File: src/rtl/nbu_pkg.sv
package nbu_pkg;
    typedef enum logic [1:0] {TX_IDLE, TX_ARM, TX_SEND} tx_state_t;
    typedef enum logic [1:0] {RX_IDLE, RX_START, RX_DATA} rx_state_t;

    localparam logic [1:0] A_DATA  = 2'd0;
    localparam logic [1:0] A_CTRL  = 2'd1;
    localparam logic [1:0] A_FLAGS = 2'd2;
    localparam logic [1:0] A_ROUTE = 2'd3;
endpackage

File: src/rtl/nbu_tick.sv
module nbu_tick #(
    parameter int PRE_W = 2
) (
    input  logic       clk,
    input  logic       rst_n,
    input  logic       var_mode,
    input  logic [1:0] div_sel,
    input  logic       tmr_sel,
    input  logic       t1_ovf,
    input  logic       t2_ovf,
    output logic       tick
);
    logic [PRE_W-1:0] pre_q;
    logic             fixed_tick;

    always_ff @(posedge clk or negedge rst_n) begin
        if (!rst_n) pre_q <= '0;
        else        pre_q <= pre_q + 1'b1;
    end

    always_comb begin
        unique case (div_sel)
            2'd0:    fixed_tick = 1'b1;
            2'd1:    fixed_tick = pre_q[0];
            default: fixed_tick = &pre_q;
        endcase
    end

    assign tick = var_mode ? (tmr_sel ? t2_ovf : t1_ovf) : fixed_tick;

    // the slowest fixed divisor never gives two ticks back to back
    p_slow_rate_r8: assert property (@(posedge clk) disable iff (!rst_n)
        (!var_mode && div_sel == 2'd2 && tick) |=> (!tick || var_mode || div_sel == 2'd0));
endmodule

File: src/rtl/nbu_tx.sv
module nbu_tx
    import nbu_pkg::*;
#(
    parameter int OS_RATE = 16,
    parameter int DW      = 8
) (
    input  logic          clk,
    input  logic          rst_n,
    input  logic          tick,
    input  logic          start,
    input  logic [DW-1:0] data,
    input  logic          bit9,
    output logic          txd,
    output logic          done_pulse
);
    localparam int CW = $clog2(OS_RATE);
    localparam int FW = DW + 3;
    localparam int BW = $clog2(FW);

    tx_state_t       state_q, state_d;
    logic [CW-1:0]   div_q;
    logic [FW-1:0]   shreg_q;
    logic [BW-1:0]   bit_q;
    logic            bit_edge;
    logic            last_bit;

    assign bit_edge = tick && (div_q == CW'(OS_RATE - 1));
    assign last_bit = (bit_q == BW'(FW - 1));

    always_ff @(posedge clk or negedge rst_n) begin
        if (!rst_n) div_q <= '0;
        else if (tick) div_q <= bit_edge ? '0 : div_q + 1'b1;
    end

    always_ff @(posedge clk or negedge rst_n) begin
        if (!rst_n) state_q <= TX_IDLE;
        else        state_q <= state_d;
    end

    always_comb begin
        state_d = state_q;
        unique case (state_q)
            TX_IDLE: if (start) state_d = TX_ARM;
            TX_ARM:  if (bit_edge) state_d = TX_SEND;
            TX_SEND: if (bit_edge && last_bit) state_d = TX_IDLE;
            default: state_d = TX_IDLE;
        endcase
    end

    always_ff @(posedge clk or negedge rst_n) begin
        if (!rst_n) begin
            shreg_q <= '1;
            bit_q   <= '0;
        end else begin
            unique case (state_q)
                TX_IDLE: if (start) shreg_q <= {1'b1, bit9, data, 1'b0};
                TX_ARM:  bit_q <= '0;
                TX_SEND: if (bit_edge) begin
                    shreg_q <= {1'b1, shreg_q[FW-1:1]};
                    bit_q   <= bit_q + 1'b1;
                end
                default: ;
            endcase
        end
    end

    assign txd        = (state_q == TX_SEND) ? shreg_q[0] : 1'b1;
    assign done_pulse = (state_q == TX_SEND) && bit_edge && (bit_q == BW'(DW + 1));

    // the frame starts only on a bit-clock edge
    p_start_on_edge_r3: assert property (@(posedge clk) disable iff (!rst_n)
        (state_q == TX_SEND && $past(state_q) != TX_SEND) |-> $past(bit_edge));
    // a write while busy leaves the loaded frame alone
    p_busy_ignore_r3: assert property (@(posedge clk) disable iff (!rst_n)
        (state_q == TX_ARM && start && !bit_edge) |=> $stable(shreg_q));
    // stop bit is a mark
    p_stop_mark_r1: assert property (@(posedge clk) disable iff (!rst_n)
        (state_q == TX_SEND && last_bit) |-> txd);
    // the done pulse is a single cycle
    p_done_single_r4: assert property (@(posedge clk) disable iff (!rst_n)
        done_pulse |=> !done_pulse);
endmodule

File: src/rtl/nbu_rx.sv
module nbu_rx
    import nbu_pkg::*;
#(
    parameter int OS_RATE = 16,
    parameter int DW      = 8
) (
    input  logic          clk,
    input  logic          rst_n,
    input  logic          tick,
    input  logic          rx_en,
    input  logic          rxd,
    output logic          frame_pulse,
    output logic [DW-1:0] frame_data,
    output logic          frame_b9
);
    localparam int CW  = $clog2(OS_RATE);
    localparam int MID = OS_RATE / 2;
    localparam int NB  = DW + 1;
    localparam int BW  = $clog2(NB + 1);

    rx_state_t      state_q, state_d;
    logic           s1_q, s2_q, prev_q;
    logic [CW-1:0]  cnt_q, nxt;
    logic [1:0]     vote_q;
    logic [BW-1:0]  bit_q;
    logic [NB-1:0]  sh_q, word;
    logic           fall, decide, maj, last_bit;

    assign nxt      = cnt_q + 1'b1;
    assign fall     = tick && prev_q && !s2_q;
    assign decide   = tick && (nxt == CW'(MID + 1));
    assign maj      = (vote_q[0] & vote_q[1]) | (vote_q[0] & s2_q) | (vote_q[1] & s2_q);
    assign last_bit = (bit_q == BW'(NB - 1));
    assign word     = {maj, sh_q[NB-1:1]};

    always_ff @(posedge clk or negedge rst_n) begin
        if (!rst_n) begin
            s1_q   <= 1'b1;
            s2_q   <= 1'b1;
            prev_q <= 1'b1;
        end else begin
            s1_q <= rxd;
            s2_q <= s1_q;
            if (tick) prev_q <= s2_q;
        end
    end

    always_ff @(posedge clk or negedge rst_n) begin
        if (!rst_n) state_q <= RX_IDLE;
        else        state_q <= state_d;
    end

    always_comb begin
        state_d = state_q;
        unique case (state_q)
            RX_IDLE:  if (rx_en && fall) state_d = RX_START;
            RX_START: if (!rx_en || (decide && maj)) state_d = RX_IDLE;
                      else if (decide) state_d = RX_DATA;
            RX_DATA:  if (!rx_en || (decide && last_bit)) state_d = RX_IDLE;
            default:  state_d = RX_IDLE;
        endcase
    end

    always_ff @(posedge clk or negedge rst_n) begin
        if (!rst_n) begin
            cnt_q  <= '0;
            vote_q <= '0;
            bit_q  <= '0;
            sh_q   <= '0;
        end else if (state_q == RX_IDLE) begin
            cnt_q <= '0;
            bit_q <= '0;
        end else if (tick) begin
            cnt_q <= nxt;
            if (nxt == CW'(MID - 1)) vote_q[0] <= s2_q;
            if (nxt == CW'(MID))     vote_q[1] <= s2_q;
            if (decide && state_q == RX_DATA) begin
                sh_q  <= word;
                bit_q <= bit_q + 1'b1;
            end
        end
    end

    assign frame_pulse = (state_q == RX_DATA) && rx_en && decide && last_bit;
    assign frame_data  = word[DW-1:0];
    assign frame_b9    = word[DW];

    // disabling reception returns the machine to idle
    p_off_idle_r5: assert property (@(posedge clk) disable iff (!rst_n)
        !rx_en |=> state_q == RX_IDLE);
    // a frame starts only from an enabled idle receiver
    p_start_enabled_r5: assert property (@(posedge clk) disable iff (!rst_n)
        (state_q == RX_START && $past(state_q) == RX_IDLE) |-> $past(rx_en));
    // a finished frame ends the reception
    p_frame_end_r6: assert property (@(posedge clk) disable iff (!rst_n)
        frame_pulse |=> state_q == RX_IDLE);
endmodule

File: src/rtl/nine_bit_uart.sv
module nine_bit_uart
    import nbu_pkg::*;
#(
    parameter int OS_RATE = 16,
    parameter int DW      = 8
) (
    input  logic          clk,
    input  logic          rst_n,
    input  logic          wr_en,
    input  logic [1:0]    wr_addr,
    input  logic [DW-1:0] wr_data,
    input  logic [1:0]    rd_addr,
    output logic [DW-1:0] rd_data,
    input  logic          rxd,
    input  logic          t1_ovf,
    input  logic          t2_ovf,
    output logic          txd,
    output logic          serial_irq,
    output logic          sysflag_irq
);
    localparam int CTRL_W = 7;

    logic [CTRL_W-1:0] ctrl_q;
    logic [1:0]        route_q;
    logic              tx_done_q, rx_done_q, rx_b9_q;
    logic [DW-1:0]     rx_byte_q;
    logic              data_wr, flag_wr, routed;
    logic              tx_tick, rx_tick, tx_done_pulse;
    logic              frame_pulse, frame_b9;
    logic [DW-1:0]     frame_data;

    assign data_wr = wr_en && (wr_addr == A_DATA);
    assign flag_wr = wr_en && (wr_addr == A_FLAGS);

    nbu_tick u_tx_tick (
        .clk(clk), .rst_n(rst_n), .var_mode(ctrl_q[2]), .div_sel(ctrl_q[4:3]),
        .tmr_sel(ctrl_q[5]), .t1_ovf(t1_ovf), .t2_ovf(t2_ovf), .tick(tx_tick)
    );

    nbu_tick u_rx_tick (
        .clk(clk), .rst_n(rst_n), .var_mode(ctrl_q[2]), .div_sel(ctrl_q[4:3]),
        .tmr_sel(ctrl_q[6]), .t1_ovf(t1_ovf), .t2_ovf(t2_ovf), .tick(rx_tick)
    );

    nbu_tx #(.OS_RATE(OS_RATE), .DW(DW)) u_tx (
        .clk(clk), .rst_n(rst_n), .tick(tx_tick), .start(data_wr),
        .data(wr_data), .bit9(ctrl_q[1]), .txd(txd), .done_pulse(tx_done_pulse)
    );

    nbu_rx #(.OS_RATE(OS_RATE), .DW(DW)) u_rx (
        .clk(clk), .rst_n(rst_n), .tick(rx_tick), .rx_en(ctrl_q[0]), .rxd(rxd),
        .frame_pulse(frame_pulse), .frame_data(frame_data), .frame_b9(frame_b9)
    );

    always_ff @(posedge clk or negedge rst_n) begin
        if (!rst_n) begin
            ctrl_q  <= '0;
            route_q <= '0;
        end else if (wr_en) begin
            if (wr_addr == A_CTRL)  ctrl_q  <= wr_data[CTRL_W-1:0];
            if (wr_addr == A_ROUTE) route_q <= wr_data[1:0];
        end
    end

    always_ff @(posedge clk or negedge rst_n) begin
        if (!rst_n) begin
            tx_done_q <= 1'b0;
            rx_done_q <= 1'b0;
            rx_b9_q   <= 1'b0;
            rx_byte_q <= '0;
        end else begin
            if (flag_wr) begin
                tx_done_q <= wr_data[0];
                rx_done_q <= wr_data[1];
            end
            if (tx_done_pulse) tx_done_q <= 1'b1;
            if (frame_pulse && !rx_done_q) begin
                rx_done_q <= 1'b1;
                rx_byte_q <= frame_data;
                rx_b9_q   <= frame_b9;
            end
        end
    end

    always_comb begin
        unique case (rd_addr)
            A_DATA:  rd_data = rx_byte_q;
            A_CTRL:  rd_data = DW'(ctrl_q);
            A_FLAGS: rd_data = DW'({rx_b9_q, rx_done_q, tx_done_q});
            default: rd_data = DW'(route_q);
        endcase
    end

    assign routed      = &route_q;
    assign serial_irq  = rx_done_q | (tx_done_q & ~routed);
    assign sysflag_irq = tx_done_q & routed;

    // an overrun frame leaves the stored byte and flag untouched
    p_overrun_hold_r7: assert property (@(posedge clk) disable iff (!rst_n)
        (rx_done_q && frame_pulse && !flag_wr) |=> ($stable(rx_byte_q) && rx_done_q));
    // flags are sticky until a status write
    p_flag_sticky_r12: assert property (@(posedge clk) disable iff (!rst_n)
        (tx_done_q && !flag_wr) |=> tx_done_q);
    // tx completion never raises both interrupt lines alone
    p_irq_exclusive_r10: assert property (@(posedge clk) disable iff (!rst_n)
        !(sysflag_irq && serial_irq && !rx_done_q));
endmodule

File: config.mk
export PLATFORM = sky130hd
export DESIGN_NAME = nine_bit_uart
export DESIGN_NICKNAME = d
export VERILOG_FILES = /design/src/rtl/nbu_pkg.sv /design/src/rtl/nbu_tick.sv /design/src/rtl/nbu_tx.sv /design/src/rtl/nbu_rx.sv /design/src/rtl/nine_bit_uart.sv
export SDC_FILE = /design/constraint.sdc
export NUM_CORES = 1
export LEC_CHECK = 0
export BUFFER_PORTS_ARGS = -buffer_cell sky130_fd_sc_hd__buf_2
export CORE_UTILIZATION = 45
export DETAILED_ROUTE_END_ITERATION = 6
export GPL_ROUTABILITY_DRIVEN = 0
export HOLD_SLACK_MARGIN = 0.02
export SYNTH_ARGS = -nofsm -noshare
export SYNTH_HDL_FRONTEND = slang
export SYNTH_SLANG_ARGS = --single-unit
File: constraint.sdc
create_clock -name clk -period 4.5 [get_ports clk]
set_input_delay 0.45 -clock clk [delete_from_list [all_inputs] [get_ports clk]]
set_output_delay 0.45 -clock clk [all_outputs]
set_load 0.005 [all_outputs]
==> impl_metrics.yaml <==
clock_tree:
  cts.repair.resized: 0
  root_buffer: "sky130_fd_sc_hd__clkbuf_8"
  clk_latency_ps: 340
  h_tree_depth: 3
  cts_tree: "yes"
  cts-buffers-inserted: 9
  cts_setup_buffers: 0
  ctsLongestPathBuffers: 2
  cts_hold_repair.buffers: 0
  cts.clk_slew.worst_paths_ps: 80
  cts.sink_count: 67
routing:
  routed_vias: 2136
  drt_pre_antenna_iters: 4
  routed_wl_per_cell_um: 15.3
  dr.first_iter.drc_count: 77
  ant_nets: 0
  postRouteWirelength_mm: 6.34
  remaining_drc_errors: 0
  post_drt_via_cell_ratio: 5.16
synth:
  post_synth_fa_ha_maj_area_fraction: 0.0487
  synth-edff-count: 0
  synth.distinct_cells: 49
  synthXorXnorAreaFrac: 0.0160
  synth.yosys.warnings: 0
  syn_area_um2: 3290
  synth.mux.area_fraction: 0.158
  synth_simple_gate_area_share: 0.135
  synthesis.instances: 279
  synth_top_family_by_area: "multiplexers"
  post_synth_main_area_contributors: "sky130_fd_sc_hd__dfrtp_1, sky130_fd_sc_hd__dfstp_2, sky130_fd_sc_hd__mux2_2"
  ys_dominant_reg_cell: "sky130_fd_sc_hd__dfrtp_1"
  ys_seq_area_frac: 0.515
  yosys_register_bits: 67
  synthArstFlopShare: 1.00
  postSynthAreaPerCell_um2: 11.8
  fraction_of_the_mapped_netlist_area_in_compound_gates: 0.105
  synth_top_area_frac: 0.411
  postSynthNetCount: 309
  synth_top_cell_by_area: "sky130_fd_sc_hd__dfrtp_1"
sta:
  hold_violation_total_from_the_final_report: 0
  timing.final.ws_setup_ps: 1630
  fin_skew_ps: 6.01
  final_setup_vio_count: 0
  post-route-period-util: 0.638
  timing.max_slew.rel_slack: 0.506
  rsz0062_at_grt: "no"
  finalCriticalPeriod_ps: 2870
  tightest_slew_ps: 742
  finalSetupTns_ps: 0
  finalMaxSlewViolations: 0
  timing_limited_maximum_frequency_ghz: 0.348
global_routing:
  pin_count_of_the_biggest_net_entering_global_routing: 35
  grt_remaining_overflow: 0
  grt_antenna_before_repair: 0
  first_global_vias: 2125
  grt.total_usage: 0.192
  grt_first_pass_wirelength_mm: 10.8
setup_path:
  peak_fanout_along_the_critical_path: 13
  criticalPathCategory: "register to register"
  worst-endpoint-arrival_ps: 3090
  endpoint_kind: "register"
  critical_path.reg2reg.startpoint: "ctrl_q[3]$_DFFE_PN0P_"
  r2r.worst_path.cells: 5
  startpoint_type: "register"
  cp-startpoint: "ctrl_q[3]$_DFFE_PN0P_"
  regToRegSetupSlack_ps: 1630
  crit_required_ps: 4720
placed_design:
  detailedPlace.worstSlack_ps: 1620
  portBuffers: 28
  dp_hpwl_mm: 4.53
  place_area_um2: 3530
cells_and_area:
  insertedDiodeCount: 0
  final_cell_mix: "sky130_fd_sc_hd__dfrtp_1, sky130_fd_sc_hd__buf_2, sky130_fd_sc_hd__nand2_1, sky130_fd_sc_hd__mux2_2, sky130_fd_sc_hd__nor2_1"
  layout.filler_cells: 624
  drive_gt1_frac: 0.299
  area_delta_synth_final_pct: 13.8
  nets: 343
  layout.cell_area.non_filler_um2: 3740
  mostFrequentLayoutCell: "sky130_fd_sc_hd__dfrtp_1"
  final_util: 0.542
hold_path:
  timing.hold.worst.class: "input pin to asynchronous set/reset pin"
die:
  die_area_um2: 7650
  design.core.area_um2: 6910
  die_h_um: 87.5
  io-pin-count: 29
  fp.dieW_um: 87.5
  placement_rows: 30
  floorplan.initialDensity: 0.476
pwr:
  power_leakage_uw: 0.00173
  powerDensity_nw_per_um2: 424
  vdd_drop_max_uv: 241
  fin_total_pwr_uw: 1590
outcome:
  status: "completed"
job:
  drv_cap: 0
## worst max-delay path: stages (launching register included)
cell and delay (ps):
sky130_fd_sc_hd__dfrtp_1 400, sky130_fd_sc_hd__nor3b_1 160, sky130_fd_sc_hd__or3_4 400, sky130_fd_sc_hd__a221o_1 530, sky130_fd_sc_hd__nand4bb_1 740, sky130_fd_sc_hd__mux2_4 520
## final timing paths
check,to
worst max-delay path,rx_byte_q[2]$_DFFE_PN0P_
worst min-delay path,u_rx.bit_q[2]$_DFFE_PN0P_
worst max register to register,rx_byte_q[2]$_DFFE_PN0P_
worst min register to register,u_rx.s2_q$_DFF_PN1_
max in group asynchronous,u_tx.shreg_q[0]$_DFFE_PN1P_
min in group clk,u_rx.s1_q$_DFF_PN1_
## logic make-up after synthesis
group                      after synthesis
adders and majority gates               13
DFF                                     67
buffers and inverters                   19
AOI/OAI and AO/OA                       46
and+or+nand+nor                         86
muxes                                   42
xor gates and xnor gates                 6
## layout make-up
cell class,instances,area (um2),area share
sequential,67,1690,0.453
inverter,13,48.8,0.0130
clock buffer,11,153,0.0408
clock inverter,5,60.1,0.0161
tap,96,120,0.0321
timing repair buffer,29,148,0.0395
multi-input combinational,193,1520,0.406
## metal layers
metal | vias to the layer above | GRT usage | part of all wire | routed length [um]
li1 | 1066 | - | - | -
met3 | 9 | 0.0436 | 0.027 | 174
met1 | 1032 | 0.273 | 0.51 | 3260
met4 | 0 | 0.0805 | 0.017 | 109
met5 | - | 0 | 0 | 0
met2 | 29 | 0.283 | 0.44 | 2790
## where the power goes
part	total, uW	switching, uW	leakage, uW	internal, uW
Sequential	800	77.6	0.000849	723
Clock	531	240	0.000105	291
Combinational	254	128	0.000777	127
Total	1590	446	0.00173	1140
## synth_stat cells (2+ instances only)
cell type                  number
sky130_fd_sc_hd__or3_1          2
sky130_fd_sc_hd__mux2_2        22
sky130_fd_sc_hd__xor2_1         2
sky130_fd_sc_hd__nand2_1       22
sky130_fd_sc_hd__nor2_1        18
sky130_fd_sc_hd__and3_1         2
sky130_fd_sc_hd__a21oi_1        3
sky130_fd_sc_hd__nand2b_1       2
sky130_fd_sc_hd__ha_1          12
sky130_fd_sc_hd__and2_1         3
sky130_fd_sc_hd__nand3b_1       6
sky130_fd_sc_hd__xnor2_1        4
sky130_fd_sc_hd__mux2_4         9
sky130_fd_sc_hd__mux4_2         2
sky130_fd_sc_hd__mux2i_1        9
sky130_fd_sc_hd__nor3_1         3
sky130_fd_sc_hd__a221o_1        2
sky130_fd_sc_hd__o22a_1         7
sky130_fd_sc_hd__nor2b_1        6
sky130_fd_sc_hd__clkbuf_1       5
sky130_fd_sc_hd__nand3_1       13
sky130_fd_sc_hd__dfstp_2       13
sky130_fd_sc_hd__inv_1         13
sky130_fd_sc_hd__a21o_1         3
sky130_fd_sc_hd__o21ai_0       10
sky130_fd_sc_hd__o21a_1         7
sky130_fd_sc_hd__dfrtp_1       54
sky130_fd_sc_hd__nand4_1        2
sky130_fd_sc_hd__nor3b_1        3
## metrics by stage
step | instances | hold slack (ps)
6_report | 414 | 165
5_1_grt | 414 | 181
4_1_cts | 414 | 179
3_5_place_dp | 398 | 349
3_3_place_gp | 398 | 350
2_1_floorplan | 279 | 154
## registers in the layout (all words and copies together), names as in the netlist
signal           count
route_q              2
u_rx.cnt_q           4
ctrl_q               7
u_tx.shreg_q        10
u_rx.bit_q           4
u_tx_tick.pre_q      2
u_rx.vote_q          2
u_tx.div_q           4
u_rx.sh_q            8
rx_b9_q              1
rx_done_q            1
u_tx.bit_q           4
rx_byte_q            8
u_tx.state_q         2
u_rx.s1_q            1
u_rx.prev_q          1
u_rx.state_q         2
u_rx_tick.pre_q      2
tx_done_q            1
u_rx.s2_q            1
Power figures use the tool's default switching activity.
